$ cat src/rtl/agu_pkg.sv
package agu_pkg;

   typedef enum logic [1:0] {
      ASZ_16  = 2'b00,
      ASZ_32  = 2'b01,
      ASZ_64  = 2'b10,
      ASZ_RSV = 2'b11
   } asz_e;

   localparam int unsigned NARROW_W = 16;
   localparam int unsigned MID_W    = 32;

   function automatic logic asz_is_reserved(input logic [1:0] code);
      return (code == ASZ_RSV);
   endfunction

endpackage

$ cat src/rtl/agu_index_scale.sv
module agu_index_scale #(
   parameter int unsigned XLEN    = 64,
   parameter int unsigned SCALE_W = 2
) (
   input  logic [XLEN-1:0]    index_val,
   input  logic               index_used,
   input  logic [SCALE_W-1:0] scale_sel,
   output logic [XLEN-1:0]    scaled_idx
);
   localparam int unsigned NSCALE = 1 << SCALE_W;

   if (SCALE_W < 1 || SCALE_W > 3) begin : g_bad_scale
      $error("agu_index_scale: SCALE_W must be 1..3");
   end

   logic [XLEN-1:0] cand [NSCALE];

   for (genvar k = 0; k < NSCALE; k++) begin : g_shift
      assign cand[k] = index_val << k;
   end

   always_comb begin
      if (index_used) begin
         scaled_idx = cand[scale_sel];
      end else begin
         scaled_idx = '0;
      end
   end
endmodule

$ cat src/rtl/agu_disp_ext.sv
module agu_disp_ext #(
   parameter int unsigned XLEN   = 64,
   parameter int unsigned DISP_W = 32
) (
   input  logic [XLEN-1:0] disp_val,
   input  logic            disp_wide,
   output logic [XLEN-1:0] disp_ext
);
   localparam int unsigned PAD_W = XLEN - DISP_W;

   if (DISP_W < 8 || DISP_W >= XLEN) begin : g_bad_disp
      $error("agu_disp_ext: DISP_W must be at least 8 and below XLEN");
   end

   logic [XLEN-1:0] short_ext;

   assign short_ext = {{PAD_W{disp_val[DISP_W-1]}}, disp_val[DISP_W-1:0]};

   always_comb begin
      if (disp_wide) begin
         disp_ext = disp_val;
      end else begin
         disp_ext = short_ext;
      end
   end
endmodule

$ cat src/rtl/agu_ea_trunc.sv
module agu_ea_trunc
   import agu_pkg::*;
#(
   parameter int unsigned XLEN = 64
) (
   input  logic [XLEN-1:0] base_val,
   input  logic [XLEN-1:0] scaled_idx,
   input  logic [XLEN-1:0] disp_ext,
   input  logic [1:0]      addr_mode,
   output logic [XLEN-1:0] eff_addr,
   output logic            bad_mode
);
   localparam int unsigned HI16_W = XLEN - NARROW_W;
   localparam int unsigned HI32_W = XLEN - MID_W;

   if (XLEN <= MID_W) begin : g_bad_xlen
      $error("agu_ea_trunc: XLEN must exceed 32");
   end

   logic [XLEN-1:0] raw_sum;
   logic [XLEN-1:0] mask16;
   logic [XLEN-1:0] mask32;

   assign raw_sum = base_val + scaled_idx + disp_ext;
   assign mask16  = {{HI16_W{1'b0}}, {NARROW_W{1'b1}}};
   assign mask32  = {{HI32_W{1'b0}}, {MID_W{1'b1}}};

   always_comb begin
      bad_mode = asz_is_reserved(addr_mode);
      unique case (addr_mode)
         ASZ_16:  eff_addr = raw_sum & mask16;
         ASZ_32:  eff_addr = raw_sum & mask32;
         ASZ_64:  eff_addr = raw_sum;
         default: eff_addr = '0;
      endcase
   end
endmodule

$ cat src/rtl/agu_seg_add.sv
module agu_seg_add #(
   parameter int unsigned XLEN = 64
) (
   input  logic [XLEN-1:0] eff_addr,
   input  logic [XLEN-1:0] seg_base,
   input  logic            seg_base_en,
   input  logic            bad_mode,
   output logic [XLEN-1:0] lin_addr
);
   logic [XLEN-1:0] applied_base;

   assign applied_base = seg_base_en ? seg_base : '0;

   always_comb begin
      if (bad_mode) begin
         lin_addr = '0;
      end else begin
         lin_addr = eff_addr + applied_base;
      end
   end
endmodule

$ cat src/rtl/agu_ip_merge.sv
module agu_ip_merge
   import agu_pkg::*;
#(
   parameter int unsigned XLEN = 64
) (
   input  logic            clk,
   input  logic            rst,
   input  logic            ip_wr,
   input  logic [1:0]      ip_size,
   input  logic [XLEN-1:0] ip_wdata,
   output logic [XLEN-1:0] ip_q
);
   localparam int unsigned HI32_W = XLEN - MID_W;

   logic [XLEN-1:0] ip_r;

   always_ff @(posedge clk) begin
      if (rst) begin
         ip_r <= '0;
      end else if (ip_wr) begin
         unique case (ip_size)
            ASZ_16:  ip_r[NARROW_W-1:0] <= ip_wdata[NARROW_W-1:0];
            ASZ_32:  ip_r <= {{HI32_W{1'b0}}, ip_wdata[MID_W-1:0]};
            ASZ_64:  ip_r <= ip_wdata;
            default: ip_r <= ip_r;
         endcase
      end
   end

   assign ip_q = ip_r;

   AST_IP16_KEEP_HI: assert property (@(posedge clk) disable iff (rst)
      (ip_wr && ip_size == ASZ_16) |=> (ip_q[XLEN-1:NARROW_W] == $past(ip_q[XLEN-1:NARROW_W])));
   AST_IP16_LOAD_LO: assert property (@(posedge clk) disable iff (rst)
      (ip_wr && ip_size == ASZ_16) |=> (ip_q[NARROW_W-1:0] == $past(ip_wdata[NARROW_W-1:0])));
   AST_IP32_CLEAR_HI: assert property (@(posedge clk) disable iff (rst)
      (ip_wr && ip_size == ASZ_32) |=> (ip_q[XLEN-1:MID_W] == '0));
   AST_IP64_FULL: assert property (@(posedge clk) disable iff (rst)
      (ip_wr && ip_size == ASZ_64) |=> (ip_q == $past(ip_wdata)));
   AST_IP_NO_WRITE_HOLD: assert property (@(posedge clk) disable iff (rst)
      (!ip_wr || ip_size == ASZ_RSV) |=> $stable(ip_q));
endmodule

$ cat src/rtl/seg_lin_agu.sv
module seg_lin_agu
   import agu_pkg::*;
#(
   parameter int unsigned XLEN    = 64,
   parameter int unsigned DISP_W  = 32,
   parameter int unsigned SCALE_W = 2
) (
   input  logic               clk,
   input  logic               rst,
   input  logic               in_valid,
   input  logic [XLEN-1:0]    base_val,
   input  logic [XLEN-1:0]    index_val,
   input  logic               index_used,
   input  logic [SCALE_W-1:0] scale_sel,
   input  logic [XLEN-1:0]    disp_val,
   input  logic               disp_wide,
   input  logic [1:0]         addr_mode,
   input  logic [XLEN-1:0]    seg_base,
   input  logic               seg_base_en,
   output logic               out_valid,
   output logic [XLEN-1:0]    eff_addr,
   output logic [XLEN-1:0]    lin_addr,
   output logic               mode_err,
   input  logic               ip_wr,
   input  logic [1:0]         ip_size,
   input  logic [XLEN-1:0]    ip_wdata,
   output logic [XLEN-1:0]    ip_q
);
   localparam int unsigned HI16_W = XLEN - NARROW_W;
   localparam int unsigned HI32_W = XLEN - MID_W;

   logic [XLEN-1:0] scaled_idx;
   logic [XLEN-1:0] disp_ext;
   logic [XLEN-1:0] ea_c;
   logic [XLEN-1:0] lin_c;
   logic            bad_c;

   logic            vld_q;
   logic [XLEN-1:0] ea_q;
   logic [XLEN-1:0] lin_q;
   logic            err_q;
   logic [1:0]      mode_q;
   logic            segen_q;

   agu_index_scale #(.XLEN(XLEN), .SCALE_W(SCALE_W)) u_scale (
      .index_val  (index_val),
      .index_used (index_used),
      .scale_sel  (scale_sel),
      .scaled_idx (scaled_idx)
   );

   agu_disp_ext #(.XLEN(XLEN), .DISP_W(DISP_W)) u_disp (
      .disp_val  (disp_val),
      .disp_wide (disp_wide),
      .disp_ext  (disp_ext)
   );

   agu_ea_trunc #(.XLEN(XLEN)) u_ea (
      .base_val   (base_val),
      .scaled_idx (scaled_idx),
      .disp_ext   (disp_ext),
      .addr_mode  (addr_mode),
      .eff_addr   (ea_c),
      .bad_mode   (bad_c)
   );

   agu_seg_add #(.XLEN(XLEN)) u_seg (
      .eff_addr    (ea_c),
      .seg_base    (seg_base),
      .seg_base_en (seg_base_en),
      .bad_mode    (bad_c),
      .lin_addr    (lin_c)
   );

   agu_ip_merge #(.XLEN(XLEN)) u_ip (
      .clk      (clk),
      .rst      (rst),
      .ip_wr    (ip_wr),
      .ip_size  (ip_size),
      .ip_wdata (ip_wdata),
      .ip_q     (ip_q)
   );

   always_ff @(posedge clk) begin
      if (rst) begin
         vld_q   <= 1'b0;
         ea_q    <= '0;
         lin_q   <= '0;
         err_q   <= 1'b0;
         mode_q  <= ASZ_64;
         segen_q <= 1'b0;
      end else begin
         vld_q <= in_valid;
         if (in_valid) begin
            ea_q    <= ea_c;
            lin_q   <= lin_c;
            err_q   <= bad_c;
            mode_q  <= addr_mode;
            segen_q <= seg_base_en;
         end
      end
   end

   assign out_valid = vld_q;
   assign eff_addr  = ea_q;
   assign lin_addr  = lin_q;
   assign mode_err  = err_q;

   AST_EA16_UPPER_ZERO: assert property (@(posedge clk) disable iff (rst)
      (out_valid && mode_q == ASZ_16) |-> (eff_addr[XLEN-1:NARROW_W] == {HI16_W{1'b0}}));
   AST_EA32_UPPER_ZERO: assert property (@(posedge clk) disable iff (rst)
      (out_valid && mode_q == ASZ_32) |-> (eff_addr[XLEN-1:MID_W] == {HI32_W{1'b0}}));
   AST_FLAT_EQUAL: assert property (@(posedge clk) disable iff (rst)
      (out_valid && !segen_q) |-> (lin_addr == eff_addr));
   AST_RSV_ZERO: assert property (@(posedge clk) disable iff (rst)
      (out_valid && mode_err) |-> (eff_addr == '0 && lin_addr == '0));
   AST_ERR_ONLY_RSV: assert property (@(posedge clk) disable iff (rst)
      out_valid |-> (mode_err == (mode_q == ASZ_RSV)));
   AST_VALID_FOLLOWS: assert property (@(posedge clk) disable iff (rst)
      in_valid |=> out_valid);
   AST_IDLE_NO_VALID: assert property (@(posedge clk) disable iff (rst)
      !in_valid |=> !out_valid);
   AST_IDLE_HOLD: assert property (@(posedge clk) disable iff (rst)
      !in_valid |=> ($stable(eff_addr) && $stable(lin_addr) && $stable(mode_err)));
endmodule

$ cat config.mk
export PLATFORM = sky130hd
export DESIGN_NAME = seg_lin_agu
export DESIGN_NICKNAME = d
export VERILOG_FILES = /design/src/rtl/agu_pkg.sv /design/src/rtl/agu_index_scale.sv /design/src/rtl/agu_disp_ext.sv /design/src/rtl/agu_ea_trunc.sv /design/src/rtl/agu_seg_add.sv /design/src/rtl/agu_ip_merge.sv /design/src/rtl/seg_lin_agu.sv
export SDC_FILE = /design/constraint.sdc
export NUM_CORES = 1
export LEC_CHECK = 0
export ABC_AREA = 1
export BUFFER_PORTS_ARGS = -buffer_cell sky130_fd_sc_hd__buf_2
export CORE_ASPECT_RATIO = 0.8
export CORE_UTILIZATION = 45
export DETAILED_ROUTE_END_ITERATION = 10
export PLACE_DENSITY = 0.7
export SLEW_MARGIN = 10
export SYNTH_ARGS = -nofsm -noshare
export SYNTH_HDL_FRONTEND = slang
export SYNTH_SLANG_ARGS = --single-unit
$ cat constraint.sdc
create_clock -name clk -period 13.6 [get_ports clk]
set_input_delay 2.04 -clock clk [delete_from_list [all_inputs] [get_ports clk]]
set_output_delay 2.04 -clock clk [all_outputs]
set_load 0.02 [all_outputs]
==> out/results.ini, run 1 <==
[layout]
drive_above_1_share_pct=20.1
fillers=4491
syn2layout_area_growth_pct=18.8
nets=4103
utilization_pct=54.8

[detailed_routing]
dr.pass1.iters=7
viasPerCell=5.40
post-route-drc-count=0
drt_iter0_drc=2242
num_vias=22400
wl_per_cell_microns=18.4
wirelength_mm=76.4
ant_nets=0

[worst_setup_path]
crit_fanout=66
worstSetupPathType=in2reg
cp.arrival_ns=8.04
cp-end-kind=flop
crit_path_start_kind=primary input
crit_required_ns=13.91

[cts]
cts.sinks=194
clkLatencyLatePin_ns=0.46
tritoncts=built
cts_made_buffers=17
clockBufferDepth=2
post-cts-setup-buffers=0
cts_resized=0
htreeDepth=4
cts_root_buf=clkbuf_16
holdBufCountCts=0
clk_pin_slew_ns=0.07

[timing]
setup_tns_ns=0
hold_viol=0
fin_worst_skew_ns=0
tightest_slew_ns=1.12
drv_slew=0
setup-violations-final=0
period_needed_ns=7.74
slew_headroom_pct=25.1
fin_crit_sh_pct=56.9
max_freq_mhz=129
rsz0062_at_grt=false

[die]
pin_count=527
num_rows=67
coreArea_sq_um=42400
die_h_microns=189
die_x_microns=235
die_area_sq_um=44300
start_util_pct=46.1

[synth]
synth_seq_cells=194
synth_top_cell_by_area=dfxtp_1
synth_ff_type=dfxtp_1
synth-warning-count=0
ys_seq_area_share_pct=19.8
syn_inst=3123
synth_edf_count=0
yosysUniqueCellTypes=51
synth_top_area_share_pct=19.8
yosysMostFrequentCell=nand2_1
synth_common_cells=nand2_1 (702), inv_1 (421), a21oi_1 (332), nor2_1 (332), dfxtp_1 (194)
syn-num-nets=3648
async_reset_ff_share_pct=0
syn-cell-area_sq_um=19600
ys_top_cells_by_area=dfxtp_1 (20%), nand2_1 (13%), a21oi_1 (8.5%), ha_1 (8.1%), inv_1 (8.1%)
syn_avg_cell_area_sq_um=6.27

[global_routing]
grt_pass1_vias=20900
grt_max_degree=79
antenna_found_initial=2
grtUsageTotal_pct=33.9
grt_pass1_wl_mm=118
grt.overflow.total=0

[place]
post-dp-hpwl_mm=64.1
portBuffers=526
gp_congestion=1.00

[power]
ir_drop_v=0.0000965
cellLeakagePower_uw=0.0120
p_per_area_nw_per_um2=111

[flow_run]
cap_violations=0

[min_path]
min_path_type=reg2reg

[status]
status=complete, no violations

==> flip-flops by register name, indices dropped and copies added (netlist names) <==
signal,cells
eff_addr,64
lin_addr,64
u_ip.ip_q,64
mode_err,1
out_valid,1
==> worst max-delay path, stage by stage <==
cell and delay (ns):
buf_4 0.74, inv_1 0.22, nand2_1 0.30, o22ai_1 0.15, fa_1 0.42, ha_1 0.39, nand2_1 0.09, nor2_1 0.04
nand2_1 0.07, nand3_2 0.10, nand3_1 0.11, nand3_1 0.18, a21oi_1 0.26, o21ai_0 0.18, or2_2 0.31, nand3_1 0.11
inv_1 0.06, ha_1 0.34, nand2_1 0.14, nor2_1 0.22, nand2_1 0.15, nor3_1 0.52, o21ai_0 0.31, nand3b_1 0.23
a21oi_1 0.08, o21ai_1 0.15, a21oi_1 0.09
==> cell families (layout without fill, tap and decap cells) <==
logic type / count (synthesis) / after routing / synth area share, %
AND/OR/NAND/NOR: 1394 / 1394 / 30.4
adder cells (fa/ha/maj): 192 / 192 / 14.8
multiplexers: 58 / 58 / 2.97
flip-flops: 194 / 194 / 19.8
XOR/XNOR: 12 / 12 / 0.537
buffers and inverters: 541 / 1009 / 10.5
AO/OA/AOI/OAI: 732 / 732 / 21.0
other: 0 / 2 / 0
==> power breakdown <==
group,leakage (uW),total [uW],internal [uW],switching (uW)
Combinational,0.0101,1410,462,944
Clock,0.000301,540,268,272
Sequential,0.00159,643,617,25.7
==> per-layer routing <==
| metal | vias to the layer above | GRT usage (%) | wire length [microns] |
|---|---|---|---|
| met4 | 0 | 9.19 | 1800 |
| li1 | 11200 | - | - |
| met5 | - | 0 | 0 |
| met2 | 1001 | 54.6 | 33600 |
| met3 | 96 | 5.93 | 6370 |
| met1 | 10100 | 46.5 | 34700 |
==> worst paths after layout <==
path                        startpoint                         to  slack [ns]  cells after the start
max                       scale_sel[0]  lin_addr[38]$_SDFFE_PP0P_        5.86                     27
min          lin_addr[46]$_SDFFE_PP0P_  lin_addr[46]$_SDFFE_PP0P_        0.46                      2
max reg2reg  eff_addr[63]$_SDFFE_PP0P_  eff_addr[63]$_SDFFE_PP0P_       12.83                      2
min reg2reg  lin_addr[46]$_SDFFE_PP0P_  lin_addr[46]$_SDFFE_PP0P_        0.46                      2
==> stage by stage <==
stage / area (sq um) / power, uW / std cells / worst slack (ns) / hold slack (ns)
final: 23200 / 2590 / 4145 / 5.86 / 0.463
after CTS: 23200 / 2570 / 4143 / 6.04 / 0.465
after global placement: 22600 / 2030 / 4111 / 5.57 / 0.450
after floorplan: 19600 / 1590 / 3123 / 6.84 / 0.545
after detailed placement: 22600 / 2030 / 4111 / 5.55 / 0.453
after global routing: 23200 / 2770 / 4145 / 5.37 / 0.480
==> cells in the final DEF, fill, tap and decap left out, types with 23 or more instances in the layout <==
cell / n
o22ai_1: 60
nor3_1: 23
o21ai_1: 24
o21ai_0: 189
ha_1: 127
nand2_1: 701
nor2_1: 329
nand3_1: 193
fa_1: 65
a21oi_1: 332
or2_2: 43
buf_2: 523
nand2_2: 23
mux2i_1: 58
dfxtp_1: 194
inv_1: 420
==> layout make-up <==
cell class	count	area, sq um	area share [%]
clock inverter	15	211	0.910
clock buffer	17	425	1.83
multi-input combinational	2388	13700	58.7
sequential	194	3880	16.7
timing repair buffer	537	2720	11.7
antenna	2	5.00	0.0215
inverter	440	1650	7.10
tap	552	691	2.97
(Power assumes the default switching activity.)
==> run 2, diff against run 1 <==
ABC_AREA = 0   (was 1)
PLACE_DENSITY = 0.74   (was 0.7)
clock period = 6.6 ns   (was 13.6 ns; I/O delays follow)
==> run 2 against run 1 <==
Net effect: hold slack worse by 0.011 ns; area after synthesis shrank 9.2%; sequential share of layout area shrank 1.2 points; critical path type unchanged; non-clock buffer count increased by 407; global-route usage fell by 0.87 points.
==> out/results.ini, run 2 <==
[status]
status=complete, no violations  ; unchanged

[layout]
syn2layout_area_growth_pct=41.1  ; was 18.8%
layout_common_cells=buf_2 (523), buf_4 (407), nand2_1 (390)  ; was nand2_1 (701), buf_2 (523), inv_1 (420)
finalInstanceArea_sq_um=25100  ; was 23200 sq um
drive_above_1_share_pct=35.5  ; was 20.1%
finalNonFillerCells=3682  ; was 4145
fillers=3394  ; was 4491
utilization_pct=64.9  ; was 54.8%
nets=3656  ; was 4103
mostFrequentLayoutCell=buf_2  ; was nand2_1

[synth]
synth_top_area_share_pct=21.9  ; was 19.8%
synth_edf_count=0  ; unchanged
syn-cell-area_sq_um=17800  ; was 19600 sq um
ys_seq_area_share_pct=21.9  ; was 19.8%
synth_common_cells=nand2_1 (391), a21oi_1 (235), dfxtp_1 (194), nor2_1 (176), ha_1 (127)  ; was nand2_1 (702), inv_1 (421), a21oi_1 (332), nor2_1 (332), dfxtp_1 (194)
yosysMostFrequentCell=nand2_1  ; unchanged
syn-num-nets=2839  ; was 3648
synthSimpleGateAreaFrac_pct=24.7  ; was 30.4%
synth_xor_area_share_pct=5.82  ; was 0.537%
syn_avg_cell_area_sq_um=7.68  ; was 6.27 sq um
synth-warning-count=0  ; unchanged
synth_fa_ha_area_share_pct=16.3  ; was 14.8%
synth_compound_area_share_pct=20.6  ; was 21.0%
synth_top_family_by_area=simple AND/OR/NAND/NOR gates  ; unchanged
async_reset_ff_share_pct=0  ; unchanged
ys_top_cells_by_area=dfxtp_1 (22%), ha_1 (8.9%), nand2_1 (8.3%), fa_1 (7.3%), a21oi_1 (6.6%)  ; was dfxtp_1 (20%), nand2_1 (13%), a21oi_1 (8.5%), ha_1 (8.1%), inv_1 (8.1%)
yosysUniqueCellTypes=72  ; was 51
synth_seq_cells=194  ; unchanged
syn_inst=2314  ; was 3123
synth_top_cell_by_area=dfxtp_1  ; unchanged
synth_ff_type=dfxtp_1  ; unchanged
synth.mux.area_fraction_pct=6.85  ; was 2.97%

[cts]
htreeDepth=4  ; unchanged
cts_root_buf=clkbuf_16  ; unchanged
cts.sinks=194  ; unchanged
tritoncts=built  ; unchanged
clkLatencyLatePin_ns=0.44  ; was 0.46 ns
clk_pin_slew_ns=0.07  ; about the same
clockBufferDepth=2  ; unchanged
cts_made_buffers=17  ; unchanged

[detailed_routing]
drt_iter0_drc=1574  ; was 2242
viasPerCell=5.53  ; was 5.40
ant_nets=0  ; unchanged
wl_per_cell_microns=19.2  ; was 18.4 microns
post-route-drc-count=0  ; unchanged
num_vias=20400  ; was 22400
wirelength_mm=70.8  ; was 76.4 mm
dr.pass1.iters=5  ; was 7

[power]
ir_drop_v=0.000205  ; was 0.0000965 V
cellLeakagePower_uw=0.0126  ; was 0.0120 uW
p_per_area_nw_per_um2=248  ; was 111 nW/um^2

[flow_run]
cap_violations=0  ; unchanged

[timing]
max_freq_mhz=154
period_needed_ns=6.49
fin_crit_sh_pct=98.3
slew_headroom_pct=25.7  ; was 25.1%
setup-violations-final=0  ; unchanged
drv_slew=0  ; unchanged
setup_tns_ns=0  ; unchanged
fin_worst_skew_ns=0  ; unchanged
tightest_slew_ns=1.12  ; about the same
hold_viol=0  ; unchanged

[global_routing]
grt_pass1_wl_mm=106  ; was 118 mm
grt_pass1_vias=19400  ; was 20900
antenna_found_initial=11  ; was 2
grtUsageTotal_pct=33.0  ; was 33.9%
grt_max_degree=98  ; was 79
grt.overflow.total=0  ; unchanged

[die]
die_h_microns=180  ; was 189 microns
coreArea_sq_um=38600  ; was 42400 sq um
die_area_sq_um=40300  ; was 44300 sq um
pin_count=527  ; unchanged
die_x_microns=224  ; was 235 microns
start_util_pct=46.0  ; was 46.1%
num_rows=64  ; was 67

[place]
placed_area_sq_um=23700  ; was 22600 sq um
portBuffers=526  ; unchanged
post-dp-hpwl_mm=58.3  ; was 64.1 mm
dp_cells=3628  ; was 4111
gp_congestion=1.00  ; about the same

[worst_setup_path]
worstSetupPathType=in2reg  ; unchanged
cp.arrival_ns=6.82  ; was 8.04 ns
crit_fanout=6  ; was 66
crit_path_start_kind=primary input  ; unchanged
path_buf_inv=4  ; was 3
cp-end-kind=flop  ; unchanged
slowest_stage=fa_1  ; was buf_4
r2r_slack_ns=5.73  ; was 12.83 ns
crit_family=compound AO/OA/AOI/OAI gates  ; was simple AND/OR/NAND/NOR gates
max_stage_delay_ns=0.45  ; was 0.74 ns
crit_required_ns=6.93  ; was 13.91 ns

[min_path]
min_path_type=reg2reg  ; unchanged

[run 2: layer usage]
layer | GRT usage [%] | vias up | routed length, microns
met5 | 0 | - | 13
met4 | 12.2 | 2 | 2610
met3 | 4.59 | 108 | 4940
met2 | 52.8 | 977 | 31500
met1 | 45.2 | 9570 | 31700
li1 | - | 9710 | -
[run 2: logic make-up after synthesis]
kind of cell,after synthesis
xor gates and xnor gates,118
DFF,194
adders and majority gates,192
muxes,96
and+or+nand+nor,933
buffers and inverters,183
AOI/OAI and AO/OA,598
[run 2: through the flow]
stage	setup slack [ns]	power [uW]	hold slack, ns
global route	-0.0788	6580	0.468
floorplan	-0.0159	3370	0.523
global placement	-0.580	4900	0.434
detailed placement	-0.609	4950	0.441
finish	0.113	6220	0.452
CTS	0.00309	6000	0.451
[run 2: worst register-to-register path, cell delays in order (launching register included)]
cell and delay (ns):
dfxtp_1 0.31, nor2b_1 0.12, a21oi_1 0.20, nor2_1 0.08
[run 2: worst paths after layout]
check / start / endpoint / depth (start not counted)
worst max-delay path: scale_sel[0] / lin_addr[61]$_SDFFE_PP0P_ / 31
worst min-delay path: u_ip.ip_q[17]$_SDFFE_PP0P_ / u_ip.ip_q[17]$_SDFFE_PP0P_ / 2
worst min register to register: u_ip.ip_q[17]$_SDFFE_PP0P_ / u_ip.ip_q[17]$_SDFFE_PP0P_ / 2
worst max register to register: lin_addr[7]$_SDFFE_PP0P_ / lin_addr[7]$_SDFFE_PP0P_ / 3
[run 2: area by class of cell]
| cell class | instances | area [sq um] | share of cell area [%] |
|---|---|---|---|
| multi-input combinational | 1937 | 13900 | 55.3 |
| timing repair buffer | 944 | 5930 | 23.7 |
| sequential | 194 | 3880 | 15.5 |
| tap | 528 | 661 | 2.64 |
| clock buffer | 19 | 443 | 1.77 |
| inverter | 37 | 139 | 0.554 |
| clock inverter | 12 | 121 | 0.484 |
| antenna | 11 | 27.5 | 0.110 |
[run 2: timing repair]
| item | 4_1_cts | 5_1_grt |
|---|---|---|
| endpoints found under the setup margin | 7 | 29 |
| gates resized for setup | 11 | 128 |
| hold buffers | 0 | 0 |
| buffers inserted | 1 | 10 |
| pin swaps | 4 | 45 |
| endpoints found under the hold margin | 0 | 0 |
| gates cloned | 0 | 1 |
[run 2: power breakdown]
part	switching (uW)	internal, uW
registers	67.4	1290
logic	2070	1760
clock network	495	538
